==> config.mk <==
export PLATFORM = sky130hd
export DESIGN_NAME = wb_victim_buf
export DESIGN_NICKNAME = d
export VERILOG_FILES = /design/src/rtl/vb_pkg.sv /design/src/rtl/vb_addr_match.sv /design/src/rtl/vb_entry_queue.sv /design/src/rtl/vb_drain_ctrl.sv /design/src/rtl/vb_snoop_resp.sv /design/src/rtl/wb_victim_buf.sv
export SDC_FILE = /design/constraint.sdc
export NUM_CORES = 1
export LEC_CHECK = 0
export ABC_AREA = 0
export ABC_CLOCK_PERIOD_IN_PS = 7100
export BUFFER_PORTS_ARGS = -buffer_cell sky130_fd_sc_hd__buf_4
export CAP_MARGIN = 20
export CORE_MARGIN = 5
export CORE_UTILIZATION = 35
export CTS_BUF_LIST = sky130_fd_sc_hd__clkbuf_8
export CTS_CLUSTER_SIZE = 24
export DETAILED_ROUTE_END_ITERATION = 8
export GPL_TIMING_DRIVEN = 0
export PLACE_DENSITY = 0.6
export SLEW_MARGIN = 15
export SYNTH_ARGS = -nofsm -noshare
export SYNTH_HDL_FRONTEND = slang
export SYNTH_HIERARCHICAL = 1
export SYNTH_SLANG_ARGS = --single-unit
==> constraint.sdc <==
create_clock -name clk -period 7.1 [get_ports clk]
set_input_delay 0.355 -clock clk [delete_from_list [all_inputs] [get_ports clk]]
set_output_delay 0.355 -clock clk [all_outputs]
set_load 0.02 [all_outputs]
==> src/rtl/vb_pkg.sv <==
// Package: default geometry shared by the victim buffer modules.
// Assumes: callers override these through the top-level parameters.
package vb_pkg;
    localparam int unsigned VB_ADDR_W = 32;
    localparam int unsigned VB_DATA_W = 64;
    localparam int unsigned VB_DEPTH  = 2;
endpackage

==> src/rtl/vb_addr_match.sv <==
// Module: compares one probe address against every held entry and selects
// the matching line.
// Assumes: held addresses are unique, so at most one slot matches.
module vb_addr_match #(
    parameter int unsigned ADDR_W = vb_pkg::VB_ADDR_W,
    parameter int unsigned DATA_W = vb_pkg::VB_DATA_W,
    parameter int unsigned DEPTH  = vb_pkg::VB_DEPTH
) (
    input  logic                          clk,
    input  logic                          rst_n,
    input  logic                          probe_valid,
    input  logic [ADDR_W-1:0]             probe_addr,
    input  logic [DEPTH-1:0]              ent_valid,
    input  logic [DEPTH-1:0][ADDR_W-1:0]  ent_addr,
    input  logic [DEPTH-1:0][DATA_W-1:0]  ent_data,
    output logic [DEPTH-1:0]              hit_vec,
    output logic                          hit,
    output logic [DATA_W-1:0]             hit_data
);
    // One comparator per slot.
    for (genvar s = 0; s < DEPTH; s++) begin : g_cmp
        assign hit_vec[s] = probe_valid && ent_valid[s] && (ent_addr[s] == probe_addr);
    end

    assign hit = |hit_vec;

    // OR-mux of the matching slot's line.
    always_comb begin
        hit_data = '0;
        for (int s = 0; s < DEPTH; s++) begin
            if (hit_vec[s]) hit_data = hit_data | ent_data[s];
        end
    end

    AST_MATCH_ONEHOT: assert property (@(posedge clk) disable iff (!rst_n)
        $onehot0(hit_vec));
endmodule

==> src/rtl/vb_entry_queue.sv <==
// Module: ordered entry storage. Slot 0 is always the oldest entry. Removed
// entries (drain of slot 0, snoop cancel of any slot) are squeezed out, and
// a push is appended behind the survivors.
// Assumes: push_en is only raised while the queue is not full.
module vb_entry_queue #(
    parameter int unsigned ADDR_W = vb_pkg::VB_ADDR_W,
    parameter int unsigned DATA_W = vb_pkg::VB_DATA_W,
    parameter int unsigned DEPTH  = vb_pkg::VB_DEPTH
) (
    input  logic                          clk,
    input  logic                          rst_n,
    input  logic                          push_en,
    input  logic [ADDR_W-1:0]             push_addr,
    input  logic [DATA_W-1:0]             push_data,
    input  logic                          pop_head,
    input  logic [DEPTH-1:0]              cancel_vec,
    output logic [DEPTH-1:0]              ent_valid,
    output logic [DEPTH-1:0][ADDR_W-1:0]  ent_addr,
    output logic [DEPTH-1:0][DATA_W-1:0]  ent_data,
    output logic                          full
);
    localparam int unsigned IDX_W = (DEPTH > 1) ? $clog2(DEPTH) : 1;
    localparam int unsigned CNT_W = $clog2(DEPTH + 1);

    logic [DEPTH-1:0]             keep;
    logic [DEPTH-1:0]             nxt_valid;
    logic [DEPTH-1:0][ADDR_W-1:0] nxt_addr;
    logic [DEPTH-1:0][DATA_W-1:0] nxt_data;
    logic [CNT_W-1:0]             dst;

    // Slots that survive this cycle.
    for (genvar s = 0; s < DEPTH; s++) begin : g_keep
        if (s == 0) begin : g_head
            assign keep[s] = ent_valid[s] && !cancel_vec[s] && !pop_head;
        end else begin : g_tail
            assign keep[s] = ent_valid[s] && !cancel_vec[s];
        end
    end

    assign full = ent_valid[DEPTH-1];

    // Compact survivors toward slot 0, then append any push.
    always_comb begin
        nxt_valid = '0;
        nxt_addr  = ent_addr;
        nxt_data  = ent_data;
        dst       = '0;
        for (int s = 0; s < DEPTH; s++) begin
            if (keep[s]) begin
                nxt_valid[dst[IDX_W-1:0]] = 1'b1;
                nxt_addr[dst[IDX_W-1:0]]  = ent_addr[IDX_W'(s)];
                nxt_data[dst[IDX_W-1:0]]  = ent_data[IDX_W'(s)];
                dst = dst + 1'b1;
            end
        end
        if (push_en && (dst < CNT_W'(DEPTH))) begin
            nxt_valid[dst[IDX_W-1:0]] = 1'b1;
            nxt_addr[dst[IDX_W-1:0]]  = push_addr;
            nxt_data[dst[IDX_W-1:0]]  = push_data;
        end
    end

    // Register the queue state; reset clears only the valid bits.
    always_ff @(posedge clk) begin
        if (!rst_n) begin
            ent_valid <= '0;
        end else begin
            ent_valid <= nxt_valid;
            ent_addr  <= nxt_addr;
            ent_data  <= nxt_data;
        end
    end

    AST_NO_OVERFLOW: assert property (@(posedge clk) disable iff (!rst_n)
        push_en |-> !full);

    AST_FIFO_ADVANCE: assert property (@(posedge clk) disable iff (!rst_n)
        (pop_head && ent_valid[1] && !cancel_vec[1]) |=> (ent_addr[0] == $past(ent_addr[1])));
endmodule

==> src/rtl/vb_drain_ctrl.sv <==
// Module: offers the oldest entry to the bus. It withholds the request when
// a snoop is taking that entry in the same cycle.
// Assumes: the grant is sampled only in cycles where the request is high.
module vb_drain_ctrl (
    input  logic clk,
    input  logic rst_n,
    input  logic head_valid,
    input  logic head_cancel,
    input  logic wb_gnt,
    output logic wb_req,
    output logic drain_pop
);
    // Request gating and transfer detection.
    assign wb_req    = head_valid && !head_cancel;
    assign drain_pop = wb_req && wb_gnt;

    AST_HEAD_HELD: assert property (@(posedge clk) disable iff (!rst_n)
        (wb_req && !wb_gnt) |=> head_valid);
endmodule

==> src/rtl/vb_snoop_resp.sv <==
// Module: registers the snoop outcome so the matched line is driven on the
// cycle after the hit.
// Assumes: hit_data is meaningful only while hit is high.
module vb_snoop_resp #(
    parameter int unsigned DATA_W = vb_pkg::VB_DATA_W
) (
    input  logic              clk,
    input  logic              rst_n,
    input  logic              hit,
    input  logic [DATA_W-1:0] hit_data,
    output logic              resp_valid,
    output logic [DATA_W-1:0] resp_data
);
    // Capture the line on a hit; the valid flag lasts one cycle.
    always_ff @(posedge clk) begin
        if (!rst_n) begin
            resp_valid <= 1'b0;
            resp_data  <= '0;
        end else begin
            resp_valid <= hit;
            if (hit) resp_data <= hit_data;
        end
    end
endmodule

==> src/rtl/wb_victim_buf.sv <==
// Module: victim write-back buffer with snoop checking. Victims are queued,
// drained oldest-first over a request/grant pair, and a snoop hit returns
// the line and cancels its writeback.
// Assumes: held addresses are unique; a snoop never names the address being
// pushed in the same cycle.
module wb_victim_buf #(
    parameter int unsigned ADDR_W = vb_pkg::VB_ADDR_W,
    parameter int unsigned DATA_W = vb_pkg::VB_DATA_W,
    parameter int unsigned DEPTH  = vb_pkg::VB_DEPTH
) (
    input  logic              clk,
    input  logic              rst_n,
    input  logic              push_valid,
    input  logic [ADDR_W-1:0] push_addr,
    input  logic [DATA_W-1:0] push_data,
    output logic              push_ready,
    output logic              wb_req,
    input  logic              wb_gnt,
    output logic [ADDR_W-1:0] wb_addr,
    output logic [DATA_W-1:0] wb_data,
    input  logic              snoop_valid,
    input  logic [ADDR_W-1:0] snoop_addr,
    output logic              snoop_dirty,
    output logic              snoop_data_valid,
    output logic [DATA_W-1:0] snoop_data,
    input  logic              miss_valid,
    input  logic [ADDR_W-1:0] miss_addr,
    output logic              miss_hit,
    output logic [DATA_W-1:0] miss_data
);
    logic [DEPTH-1:0]             q_valid;
    logic [DEPTH-1:0][ADDR_W-1:0] q_addr;
    logic [DEPTH-1:0][DATA_W-1:0] q_data;
    logic                         q_full;
    logic                         push_en;
    logic                         drain_pop;
    logic [DEPTH-1:0]             snp_vec;
    logic [DATA_W-1:0]            snp_line;
    logic [DEPTH-1:0]             miss_vec;

    // Accept a victim only when a slot is free.
    assign push_ready = !q_full;
    assign push_en    = push_valid && push_ready;
    assign wb_addr    = q_addr[0];
    assign wb_data    = q_data[0];

    vb_entry_queue #(.ADDR_W(ADDR_W), .DATA_W(DATA_W), .DEPTH(DEPTH)) u_queue (
        .clk(clk), .rst_n(rst_n),
        .push_en(push_en), .push_addr(push_addr), .push_data(push_data),
        .pop_head(drain_pop), .cancel_vec(snp_vec),
        .ent_valid(q_valid), .ent_addr(q_addr), .ent_data(q_data), .full(q_full)
    );

    vb_addr_match #(.ADDR_W(ADDR_W), .DATA_W(DATA_W), .DEPTH(DEPTH)) u_snoop_cmp (
        .clk(clk), .rst_n(rst_n),
        .probe_valid(snoop_valid), .probe_addr(snoop_addr),
        .ent_valid(q_valid), .ent_addr(q_addr), .ent_data(q_data),
        .hit_vec(snp_vec), .hit(snoop_dirty), .hit_data(snp_line)
    );

    vb_addr_match #(.ADDR_W(ADDR_W), .DATA_W(DATA_W), .DEPTH(DEPTH)) u_miss_cmp (
        .clk(clk), .rst_n(rst_n),
        .probe_valid(miss_valid), .probe_addr(miss_addr),
        .ent_valid(q_valid), .ent_addr(q_addr), .ent_data(q_data),
        .hit_vec(miss_vec), .hit(miss_hit), .hit_data(miss_data)
    );

    vb_drain_ctrl u_drain (
        .clk(clk), .rst_n(rst_n),
        .head_valid(q_valid[0]), .head_cancel(snp_vec[0]), .wb_gnt(wb_gnt),
        .wb_req(wb_req), .drain_pop(drain_pop)
    );

    vb_snoop_resp #(.DATA_W(DATA_W)) u_resp (
        .clk(clk), .rst_n(rst_n),
        .hit(snoop_dirty), .hit_data(snp_line),
        .resp_valid(snoop_data_valid), .resp_data(snoop_data)
    );

    AST_SNOOP_RESP: assert property (@(posedge clk) disable iff (!rst_n)
        snoop_dirty |=> snoop_data_valid);

    AST_CANCEL_BLOCKS_DRAIN: assert property (@(posedge clk) disable iff (!rst_n)
        (snoop_valid && q_valid[0] && (snoop_addr == wb_addr)) |-> !wb_req);

    AST_REQ_WHEN_HELD: assert property (@(posedge clk) disable iff (!rst_n)
        (q_valid != '0 && !snoop_dirty) |-> wb_req);
endmodule

Word-level counts from Yosys, hierarchy flattened
Index checks and enable logic that the tools add are counted.
Widths: inputs -> output; s select.
{"block": "classes", "add_sub_neg": 1, "order_cmp": 5, "n_eq_ne": 4, "n_mux": 29, "bitwise_logic": 4, "reduce_logical": 22}
{"op": "$mux 64", "n": 8}
{"op": "$bwmux 128", "n": 2}
{"op": "$mux 128", "n": 2}
{"op": "$bwmux 64", "n": 2}
{"op": "$demux 64 s1", "n": 2}
{"op": "$eq 32x32->1", "n": 4}
{"op": "$or 64x64->64", "n": 2}
{"op": "$demux 32 s1", "n": 2}
{"op": "$mux 32", "n": 2}
{"op": "$logic_and 1x1->1", "n": 16}
{"op": "$mux 2", "n": 3}
{"op": "$logic_not 1->1", "n": 4}
{"op": "$lt 1x2->1 const B", "n": 2}
{"op": "$mux 1", "n": 4}
{"op": "$reduce_or 2->1", "n": 2}
{"op": "$add 1x1->2 const B", "n": 1}
{"op": "$demux 1 s1", "n": 2}
{"op": "$ge 1x1->1 const B", "n": 2}
{"op": "$lt 2x2->1 const B", "n": 1}
{"op": "$or 1x2->2", "n": 1}
{"op": "$or 2x2->2", "n": 1}
{"block": "word_totals", "regBits": 259, "in_bits": 166, "output_inout_bits": 229, "word_cells": 72}

Longest topological paths before layout
Gate-level depths: netlist of the first run.
{"block": "depth", "word_depth": 16, "mapped_depth": 16, "ltp_nobuf": 11}

By module
Netlist of the first run, hierarchy kept.
{"module": "vb_entry_queue", "n_inst": 1, "cells_per_inst": 645, "area_per_inst_um2": 8200.4, "seq_area_each_um2": 5805.6}
{"module": "vb_addr_match", "n_inst": 2, "cells_per_inst": 311, "area_per_inst_um2": 2018.2, "seq_area_each_um2": 0.0}
{"module": "vb_snoop_resp", "n_inst": 1, "cells_per_inst": 208, "area_per_inst_um2": 2489.9, "seq_area_each_um2": 1301.2}
{"module": "vb_drain_ctrl", "n_inst": 1, "cells_per_inst": 2, "area_per_inst_um2": 15.0, "seq_area_each_um2": 0.0}
{"module": "wb_victim_buf", "n_inst": 1, "cells_per_inst": 2, "area_per_inst_um2": 10.0, "seq_area_each_um2": 0.0}

Worst setup path before layout of the first run
Ideal clock, no wire load.
{"block": "synth_timing", "kind": "reg-to-reg", "from": "reg u_queue/ent_addr[21] (netlist name)", "to": "reg u_queue/ent_data[88] (netlist name) (data pin)", "setup_time_ps": 147, "arrival_ps": 3994, "required_ps": 6953, "path_slack_ps": 2960, "stages_incl_launch_ff": 17, "n_path_buf": 5, "period_less_slack_ps": 4140, "path_cell_list": "edfxtp_1 > xor2_1 > nor4_1 > nand4_1 > or4_4 > clkbuf_1 > nor2_1 > and3b_1 > or3b_1 > buf_2 > ha_1 > and2_1 > clkbuf_1 > clkbuf_1 > clkbuf_1 > nand2_1 > a21oi_1"}
{"item": "from (decl)", "line_no": "vb_entry_queue.sv:18", "rtl": "output logic [DEPTH-1:0][ADDR_W-1:0] ent_addr,"}
{"item": "from (signal assigned)", "line_no": "vb_entry_queue.sv:69", "rtl": "ent_addr <= nxt_addr;"}
{"item": "to (signal assigned)", "line_no": "vb_entry_queue.sv:70", "rtl": "ent_data <= nxt_data;"}
{"item": "to (decl)", "line_no": "vb_entry_queue.sv:19", "rtl": "output logic [DEPTH-1:0][DATA_W-1:0] ent_data,"}

==> results.py, run 1 <==
metrics = {
    "outcome": {
        "result_of_the_run": "finished, final reports clean",
    },
    "routing": {
        "detail_route.iter0.violations": 973,
        "drt_drc_violations_left": 0,
        "drt_wl_total_mm": 58.24,
        "wl_per_cell_um": 22.92,
        "number_of_vias_per_cell_after_detailed_routing": 5.296,
        "via_count": 13456,
        "dr_wl_met2_mm": 27.75,
        "top_layer_used": "met5",
        "first_pass_iters": 7,
        "route.antenna.remaining_nets": 0,
        "met3_routed_wl_mm": 4.011,
        "drt-met1-wl_mm": 24.82,
    },
    "cts": {
        "worst_skew_pair_latency_ns": 0.62,
        "cts-hold-fix-buffers": 36,
        "ctsHtreeMaxLevel": 2,
        "clockRootBuffer": "sky130_fd_sc_hd__clkbuf_8",
        "cts_tree": "done",
        "clock_path_buffers": 3,
        "cts-buffers-inserted": 49,
        "clkSlewWorstSetupHoldPaths_ns": 0.06,
        "resized_cells_post_cts": 0,
        "post-cts-setup-buffers": 0,
        "cts.sinks": 259,
    },
    "global_routing": {
        "grt_pass1_wl_mm": 85.48,
        "grt_max_degree": 91,
        "grt.overflow.total": 0,
        "antenna_found_initial": 1,
        "groute.usage.overall_pct": 23.79,
        "vias_in_the_first_global_route": 13562,
    },
    "setup_path": {
        "critPathKind": "register to register",
        "critPathArrivalTime_ns": 6.24,
        "critPathLaunchType": "register",
        "timing.critical_path.to_type": "register",
        "ff2ff_setup_slack_ns": 1.31,
        "r2r_startpoint": "u_queue/ent_addr[30]",
        "timing.critical_path.from": "u_queue/ent_addr[30]",
        "crit_required_ns": 7.54,
        "crit_fanout": 10,
    },
    "logic_synthesis": {
        "postSynthAreaPerCell_um2": 9.982,
        "post_synth_inst_count": 1477,
        "yosysWarnings": 6,
        "syn-cell-area_um2": 14740,
        "syn-num-nets": 1644,
    },
    "finish": {
        "final_common_cell": "sky130_fd_sc_hd__nand2_1",
        "most-common-layout-cells": "sky130_fd_sc_hd__nand2_1, sky130_fd_sc_hd__buf_4, sky130_fd_sc_hd__edfxtp_1",
        "drive_above_1_share_pct": 29.37,
        "finalNetCount": 2128,
        "post-route-util_pct": 47.17,
        "antennaDiodeCount": 0,
        "syn_to_final_growth_pct": 33.89,
    },
    "sta": {
        "hold_violations": 0,
        "fmax_mhz": 172.6,
        "timing.setup.tns_ns": 0,
        "timing_worst_slew_pin_value_ns": 0.9042,
        "period_share_pct": 81.62,
        "rsz0062_at_grt": "false",
        "final.hold.worst_slack_ns": 0.05716,
        "maxSlewViolCount": 0,
        "setup_viol_count_final": 0,
        "fin_skew_ns": 0.03498,
        "timing.slew.headroom_pct": 39.72,
        "timing.final.crit_period_ns": 5.795,
    },
    "placement": {
        "dp_hpwl_mm": 42.20,
        "buffer_ports.inserted": 394,
        "globalplace.congestion": 0.8713,
    },
    "floorplan": {
        "design.core.area_um2": 41850,
        "floorplan.die.width_um": 215.2,
        "die_height_um": 215.2,
        "fp.dieArea_um2": 46330,
        "boundaryPins": 395,
        "std_cell_rows": 75,
        "effective_utilization_at_floorplan_pct": 35.23,
    },
    "power_and_ir_drop": {
        "power_frac_clock_pct": 30.0,
        "internal-power_uw": 3125,
        "power_per_cell_area_nw_per_um2": 240.0,
        "seqPwrFrac_pct": 44.0,
        "post-layout-total-power_uw": 4738,
        "cellLeakagePower_uw": 0.007436,
        "share_comb_of_total_power_pct": 26.1,
        "worst_ir_drop_vdd_mv": 0.1311,
        "total_switching_power_uw": 1612,
        "swShare_pct": 34.03,
    },
    "min_path": {
        "worst_hold_path_type": "primary input to register",
        "hp-start": "push_addr[11]",
    },
    "run": {
        "drv.max_cap_violation_count": 0,
    },
}
-- layer usage --
| layer | vias to the layer above | global-route usage [%] |
|---|---|---|
| li1 | 6236 | - |
| met5 | - | 0 |
| met1 | 6530 | 31.21 |
| met2 | 585 | 39.30 |
| met3 | 103 | 5.573 |
| met4 | 2 | 7.169 |
-- area by class of cell --
class | count | area [um^2]
Sequential cell | 259 | 7107
Fill cell | 4060 | 22110
Buffer | 124 | 719.4
Inverter | 6 | 22.52
Timing Repair Buffer | 433 | 3388
Multi-Input combinational cell | 1088 | 6895
Clock buffer | 58 | 798.3
Clock inverter | 34 | 135.1
Tap cell | 539 | 674.4
-- critical path, cell delays in order (launching register included) --
cell	delay (ns)
sky130_fd_sc_hd__edfxtp_1	0.47
sky130_fd_sc_hd__xor2_1	0.18
sky130_fd_sc_hd__nor3_1	0.46
sky130_fd_sc_hd__clkbuf_1	0.67
sky130_fd_sc_hd__clkbuf_1	0.54
sky130_fd_sc_hd__inv_1	0.13
sky130_fd_sc_hd__nor2_1	0.17
sky130_fd_sc_hd__and3b_1	0.19
sky130_fd_sc_hd__or3b_1	0.36
sky130_fd_sc_hd__buf_2	0.16
sky130_fd_sc_hd__ha_1	0.31
sky130_fd_sc_hd__and2_1	0.13
sky130_fd_sc_hd__clkbuf_1	0.40
sky130_fd_sc_hd__clkbuf_1	0.69
sky130_fd_sc_hd__clkbuf_1	0.46
sky130_fd_sc_hd__nand2_1	0.12
sky130_fd_sc_hd__a21oi_1	0.16
-- final timing paths --
| path | endpoint | cells after the start |
|---|---|---|
| max | u_queue/ent_data[95] | 16 |
| max reg2reg | u_queue/ent_data[95] | 16 |
| min | u_queue/ent_addr[11] | 2 |
| min reg2reg | u_resp/resp_data[46] | 2 |
-- flip-flops by register name, indices dropped and copies added (netlist names) --
| name | flops |
|---|---|
| u_queue/ent_addr | 64 |
| u_resp/resp_data | 64 |
| u_resp/resp_valid | 1 |
| u_queue/ent_valid | 2 |
| u_queue/ent_data | 128 |
-- stage by stage --
stage | cells | setup slack (ns) | area [um^2]
2_1_floorplan | 1477 | 2.960 | 14740
3_3_place_gp | 2410 | 1.447 | 18380
3_5_place_dp | 2412 | 1.387 | 18440
4_1_cts | 2540 | 1.349 | 19730
5_1_grt | 2541 | 1.005 | 19740
6_report | 2541 | 1.305 | 19740
-- power by group through the flow --
stage | Clock (uW) | Sequential [uW] | Combinational [uW]
after floorplan | 0 | 2160 | 600
after global placement | 0 | 2110 | 1180
after detailed placement | 0 | 2110 | 1210
after CTS | 1460 | 2080 | 1230
after global routing | 1540 | 2110 | 1320
final | 1420 | 2080 | 1240
Note: power is estimated with default switching activity, not from simulation.
==> inputs of run 2 (changes only) <==
Settings changed: ABC_CLOCK_PERIOD_IN_PS 7100 to 5500.
Clock period 7.1 ns to 5.5 ns, I/O delays scaled along.
==> results.py, run 2 (synthesis gave the netlist of run 1 again) <==
metrics = {
    "outcome": {
        "result_of_the_run": "finished, final reports clean",
    },
    "sta": {
        "timing.final.crit_period_ns": 5.217,
        "maxSlewViolCount": 0,
        "fin_skew_ns": 0.03037,
        "hold_violations": 0,
        "timing_worst_slew_pin_value_ns": 0.8713,
        "setup_viol_count_final": 0,
        "timing.slew.headroom_pct": 41.91,
        "post-route-worst-setup-slack_ns": 0.2830,
        "fmax_mhz": 191.7,
        "period_share_pct": 94.85,
        "rsz0062_at_grt": "false",
    },
    "finish": {
        "antennaDiodeCount": 0,
        "finalNetCount": 2189,
        "seq_area_um2": 7107,
        "drive_above_1_share_pct": 28.84,
        "multi_input_area_um2": 6895,
        "largest-register": "u_queue/ent_data",
        "most-common-layout-cells": "sky130_fd_sc_hd__nand2_1, sky130_fd_sc_hd__buf_4, sky130_fd_sc_hd__edfxtp_1",
        "largest_reg_flops": 128,
        "final_common_cell": "sky130_fd_sc_hd__nand2_1",
        "syn_to_final_growth_pct": 38.09,
        "post-route-util_pct": 48.65,
        "top_regs": "u_queue/ent_data: 128 flops, u_queue/ent_addr: 64 flops, u_resp/resp_data: 64 flops",
        "final.fill_count": 3993,
    },
    "floorplan": {
        "boundaryPins": 395,
        "effective_utilization_at_floorplan_pct": 35.23,
        "design.core.area_um2": 41850,
        "die_height_um": 215.2,
        "std_cell_rows": 75,
        "fp.dieArea_um2": 46330,
        "floorplan.die.width_um": 215.2,
    },
    "setup_path": {
        "critPathKind": "register to register",
        "critPathArrivalTime_ns": 5.67,
        "crit_fanout": 10,
        "crit_required_ns": 5.95,
        "critPathLaunchType": "register",
        "timing.critical_path.to_type": "register",
    },
    "routing": {
        "route.antenna.remaining_nets": 0,
        "first_pass_iters": 6,
        "drt_drc_violations_left": 0,
        "detail_route.iter0.violations": 927,
        "drt_wl_total_mm": 58.91,
        "via_count": 13693,
        "number_of_vias_per_cell_after_detailed_routing": 5.262,
        "wl_per_cell_um": 22.64,
    },
    "cts": {
        "cts_tree": "done",
        "clockRootBuffer": "sky130_fd_sc_hd__clkbuf_8",
        "worst_skew_pair_latency_ns": 0.63,
        "cts-buffers-inserted": 49,
        "clkSlewWorstSetupHoldPaths_ns": 0.06,
        "post-cts-setup-buffers": 0,
        "clock_path_buffers": 3,
        "cts.sinks": 259,
        "ctsHtreeMaxLevel": 2,
    },
    "global_routing": {
        "vias_in_the_first_global_route": 13863,
        "grt_pass1_wl_mm": 86.82,
        "grt_max_degree": 91,
        "groute.usage.overall_pct": 24.11,
        "grt.overflow.total": 0,
        "antenna_found_initial": 1,
    },
    "power_and_ir_drop": {
        "cellLeakagePower_uw": 0.007714,
        "power_per_cell_area_nw_per_um2": 302.4,
        "worst_ir_drop_vdd_mv": 0.1691,
    },
    "placement": {
        "buffer_ports.inserted": 394,
        "dp_hpwl_mm": 42.20,
        "setup_slack_at_placement_ns": -0.1976,
        "globalplace.congestion": 0.8713,
    },
    "run": {
        "drv.max_cap_violation_count": 0,
    },
    "min_path": {
        "worst_hold_path_type": "primary input to register",
    },
}
## run 2: changes by cell type in the layout (fill, tap and decap cells not counted), sizes merged
cell	before	now
buf	452	451
dlygate4sd3	36	97
clkbuf	127	128
## run 2: worst max-delay path: stages (launching register included)
cell and delay, ns:
sky130_fd_sc_hd__edfxtp_1 0.50, sky130_fd_sc_hd__xor2_1 0.19, sky130_fd_sc_hd__nor4_1 0.46, sky130_fd_sc_hd__nand4_1 0.15, sky130_fd_sc_hd__or4_4 0.62, sky130_fd_sc_hd__clkbuf_1 0.31
sky130_fd_sc_hd__nor2_1 0.24, sky130_fd_sc_hd__and3b_1 0.19, sky130_fd_sc_hd__or3b_1 0.36, sky130_fd_sc_hd__buf_2 0.16, sky130_fd_sc_hd__ha_1 0.31, sky130_fd_sc_hd__and2_1 0.13
sky130_fd_sc_hd__clkbuf_1 0.40, sky130_fd_sc_hd__buf_2 0.45, sky130_fd_sc_hd__clkbuf_2 0.32, sky130_fd_sc_hd__nand2_1 0.10, sky130_fd_sc_hd__a21oi_1 0.14
## run 2: through the flow
step,std cells,setup TNS (ns),power [uW],cell area [um^2],hold WS [ns]
4_1_cts,2601,0,6195,20340,0.2108
3_3_place_gp,2410,-2.929,4249,18380,0.4984
6_report,2602,0,6157,20360,0.2610
2_1_floorplan,1477,0,3559,14740,0.3875
3_5_place_dp,2412,-6.217,4282,18440,0.5080
5_1_grt,2602,0,6454,20360,0.2336
## run 2: layout make-up
| cell class | instances | share of cell area (%) |
|---|---|---|
| Inverter | 6 | 0.1106 |
| Clock inverter | 34 | 0.6637 |
| Buffer | 124 | 3.577 |
| Tap cell | 539 | 3.312 |
| Sequential cell | 259 | 34.91 |
| Clock buffer | 58 | 3.921 |
| Timing Repair Buffer | 494 | 19.64 |
| Multi-Input combinational cell | 1088 | 33.87 |
## run 2: path summary, 6_finish.rpt
path	depth (start not counted)	slack, ns	startpoint	to
max	16	0.28	u_queue/ent_addr[26]	u_queue/ent_data[124]
min	4	0.26	push_valid	u_queue/ent_valid[1]
max reg2reg	16	0.28	u_queue/ent_addr[26]	u_queue/ent_data[124]
min reg2reg	2	0.51	u_resp/resp_data[46]	u_resp/resp_data[46]
## run 2: layer usage
| layer | up-vias | wire [um] | global-route usage, % |
|---|---|---|---|
| li1 | 6353 | - | - |
| met1 | 6633 | 24640 | 31.44 |
| met2 | 602 | 28140 | 40.02 |
| met3 | 103 | 4378 | 5.629 |
| met4 | 2 | 1733 | 7.382 |
| met5 | - | 11 | 0 |
## run 2: where the power goes
part / internal [uW] / switching, uW / leakage [uW]
combinational: 676 / 958 / 0.00468
sequential: 2440 / 254 / 0.00245
clock: 952 / 882 / 0.000585
total: 4060 / 2090 / 0.00771
## run 2: repair_timing
action	4_1_cts	5_1_grt
endpoints found under the hold margin	209	0
resized for setup	1	11
hold buffers	97	0
setup endpoints to repair	40	45
==> inputs of run 3 (changes only) <==
Settings changed: CORE_UTILIZATION 35 to 55, PLACE_DENSITY 0.6 to 0.86.
==> results.py, run 3 (synthesis gave the netlist of run 1 again) <==
metrics = {
    "sta": {
        "setup_viol_count_final": 0,
        "timing_worst_slew_pin_value_ns": 0.8210,
        "timing.final.crit_period_ns": 5.324,
        "fin_skew_ns": 0.02728,
        "final.hold.worst_slack_ns": 0.02979,
        "period_share_pct": 96.79,
        "rsz0062_at_grt": "false",
        "timing.slew.headroom_pct": 45.26,
        "fmax_mhz": 187.8,
        "maxSlewViolCount": 0,
        "hold_violations": 0,
    },
    "setup_path": {
        "ff2ff_setup_slack_ns": 0.18,
        "crit_required_ns": 5.92,
        "critical_path.n_buffers_inverters": 4,
        "worst_r2r_path_depth": 15,
        "timing.critical_path.to_type": "register",
        "r2r_startpoint": "u_queue/ent_addr[2]",
        "critPathLaunchType": "register",
        "cp_slowest_stage_delay_ns": 0.63,
        "cpLargestDelayFamily": "simple AND/OR/NAND/NOR gates",
        "critPathKind": "register to register",
        "worst-path-stages": 15,
        "worst_path_max_delay_cell": "sky130_fd_sc_hd__or4_4",
        "cp_cell_sequence": "xor2_1 > nor4_1 > nand4_1 > or4_4 > clkbuf_1 > nor2_1 > and3b_1 > or3b_1 > buf_2 > ha_1 > nor2b_1 > o21a_1 > buf_2 > clkbuf_1 > a22o_1",
        "critPathArrivalTime_ns": 5.74,
        "r2r-end": "u_queue/ent_addr[27]",
        "crit_fanout": 10,
    },
    "global_routing": {
        "groute.usage.overall_pct": 32.92,
        "vias_in_the_first_global_route": 13677,
        "antenna_found_initial": 2,
        "grt_pass1_wl_mm": 78.85,
        "grt.overflow.total": 0,
        "grt_max_degree": 107,
    },
    "placement": {
        "globalplace.congestion": 0.9493,
        "buffer_ports.inserted": 394,
        "dp_hpwl_mm": 38.05,
        "instance_area_after_placement_um2": 18160,
    },
    "power_and_ir_drop": {
        "power_per_cell_area_nw_per_um2": 318.2,
        "cellLeakagePower_uw": 0.007252,
        "worst_ir_drop_vdd_mv": 0.2273,
        "post-layout-total-power_uw": 6091,
    },
    "finish": {
        "top_regs": "u_queue/ent_data: 128 flops, u_queue/ent_addr: 64 flops, u_resp/resp_data: 64 flops",
        "drive_above_1_share_pct": 30.38,
        "seq_area_um2": 7107,
        "most-common-layout-cells": "sky130_fd_sc_hd__nand2_1, sky130_fd_sc_hd__buf_4, sky130_fd_sc_hd__edfxtp_1",
        "fin_area_um2": 19140,
        "final.fill_count": 1943,
        "largest-register": "u_queue/ent_data",
        "multi_input_area_um2": 6895,
        "syn_to_final_growth_pct": 29.85,
        "final_common_cell": "sky130_fd_sc_hd__nand2_1",
        "post-route-util_pct": 71.84,
        "finalNetCount": 2088,
        "largest_reg_flops": 128,
    },
    "cts": {
        "post-cts-setup-buffers": 0,
        "clkSlewWorstSetupHoldPaths_ns": 0.06,
        "clock_path_buffers": 3,
        "cts_tree": "done",
        "worst_skew_pair_latency_ns": 0.56,
        "cts-buffers-inserted": 44,
        "ctsHtreeMaxLevel": 2,
        "clockRootBuffer": "sky130_fd_sc_hd__clkbuf_8",
        "cts.sinks": 259,
    },
    "routing": {
        "route.antenna.remaining_nets": 0,
        "number_of_vias_per_cell_after_detailed_routing": 6.054,
        "drt_drc_violations_left": 0,
        "first_pass_iters": 8,
        "drt-met1-wl_mm": 19.41,
        "detail_route.iter0.violations": 1914,
        "drt_wl_total_mm": 52.92,
        "wl_per_cell_um": 23.03,
        "top_layer_used": "met4",
        "via_count": 13913,
        "dr_wl_met2_mm": 25.07,
        "met3_routed_wl_mm": 5.803,
    },
    "floorplan": {
        "design.core.area_um2": 26650,
        "die_height_um": 173.7,
        "boundaryPins": 395,
        "std_cell_rows": 60,
        "effective_utilization_at_floorplan_pct": 55.32,
        "fp.dieArea_um2": 30180,
        "floorplan.die.width_um": 173.7,
    },
    "min_path": {
        "worst_hold_path_type": "primary input to register",
        "hold_path_end": "u_queue/ent_data[7]",
        "min_delay_path_depth": 2,
        "hp-start": "push_data[7]",
    },
    "run": {
        "drv.max_cap_violation_count": 0,
    },
    "outcome": {
        "result_of_the_run": "finished, final reports clean",
    },
}
-- run 3: cell types whose count changed in the layout (fill, tap and decap cells not counted), moves of 2 or more --
cell and change:
sky130_fd_sc_hd__bufinv_16 +2, sky130_fd_sc_hd__clkinv_2 +2, sky130_fd_sc_hd__diode_2 +2, sky130_fd_sc_hd__dlygate4sd3_1 -94
sky130_fd_sc_hd__inv_1 -15
-- run 3: layer usage --
layer	vias up	GRT usage (%)
li1	6143	-
met1	6564	41.28
met2	1026	54.24
met3	180	7.634
met4	0	15.24
met5	-	0
-- run 3: timing repair --
action | 4_1_cts | 5_1_grt
hold buffers | 3 | 0
endpoints found under the setup margin | 13 | 34
gates resized for setup | 1 | 7
endpoints found under the hold margin | 3 | 0
-- run 3: final cells by class --
cell class	instances	share of cell area, %
antenna	2	0.02614
clock inverter	22	0.7385
tap	341	2.229
buffer	124	3.791
timing repair buffer	398	15.79
clock buffer	58	4.170
sequential	259	37.12
multi-input combinational	1088	36.02
inverter	6	0.1176
-- run 3: worst max path at each step --
stage	start	endpoint
3_3_place_gp	u_queue/ent_addr[2]	u_queue/ent_data[117]
3_5_place_dp	u_queue/ent_addr[2]	u_queue/ent_data[93]
2_1_floorplan	u_queue/ent_addr[21]	u_queue/ent_data[88]
6_report	u_queue/ent_addr[2]	u_queue/ent_addr[27]
5_1_grt	u_queue/ent_addr[2]	u_queue/ent_data[103]
4_1_cts	u_queue/ent_addr[2]	u_queue/ent_data[93]
-- run 3: per-stage QoR --
stage / TNS [ns] / worst slack, ns / std cells
floorplan: 0 / 1.360 / 1477
CTS: 0 / 0.1136 / 2296
global placement: 0 / 0.1205 / 2212
detailed placement: -0.02262 / -0.02262 / 2213
finish: 0 / 0.1763 / 2298
global route: 0 / 0.02592 / 2298
-- run 3: report_power, final --
part / total (uW) / internal, uW / switching [uW]
Clock: 1850 / 1040 / 812
Sequential: 2690 / 2440 / 258
Combinational: 1550 / 630 / 921
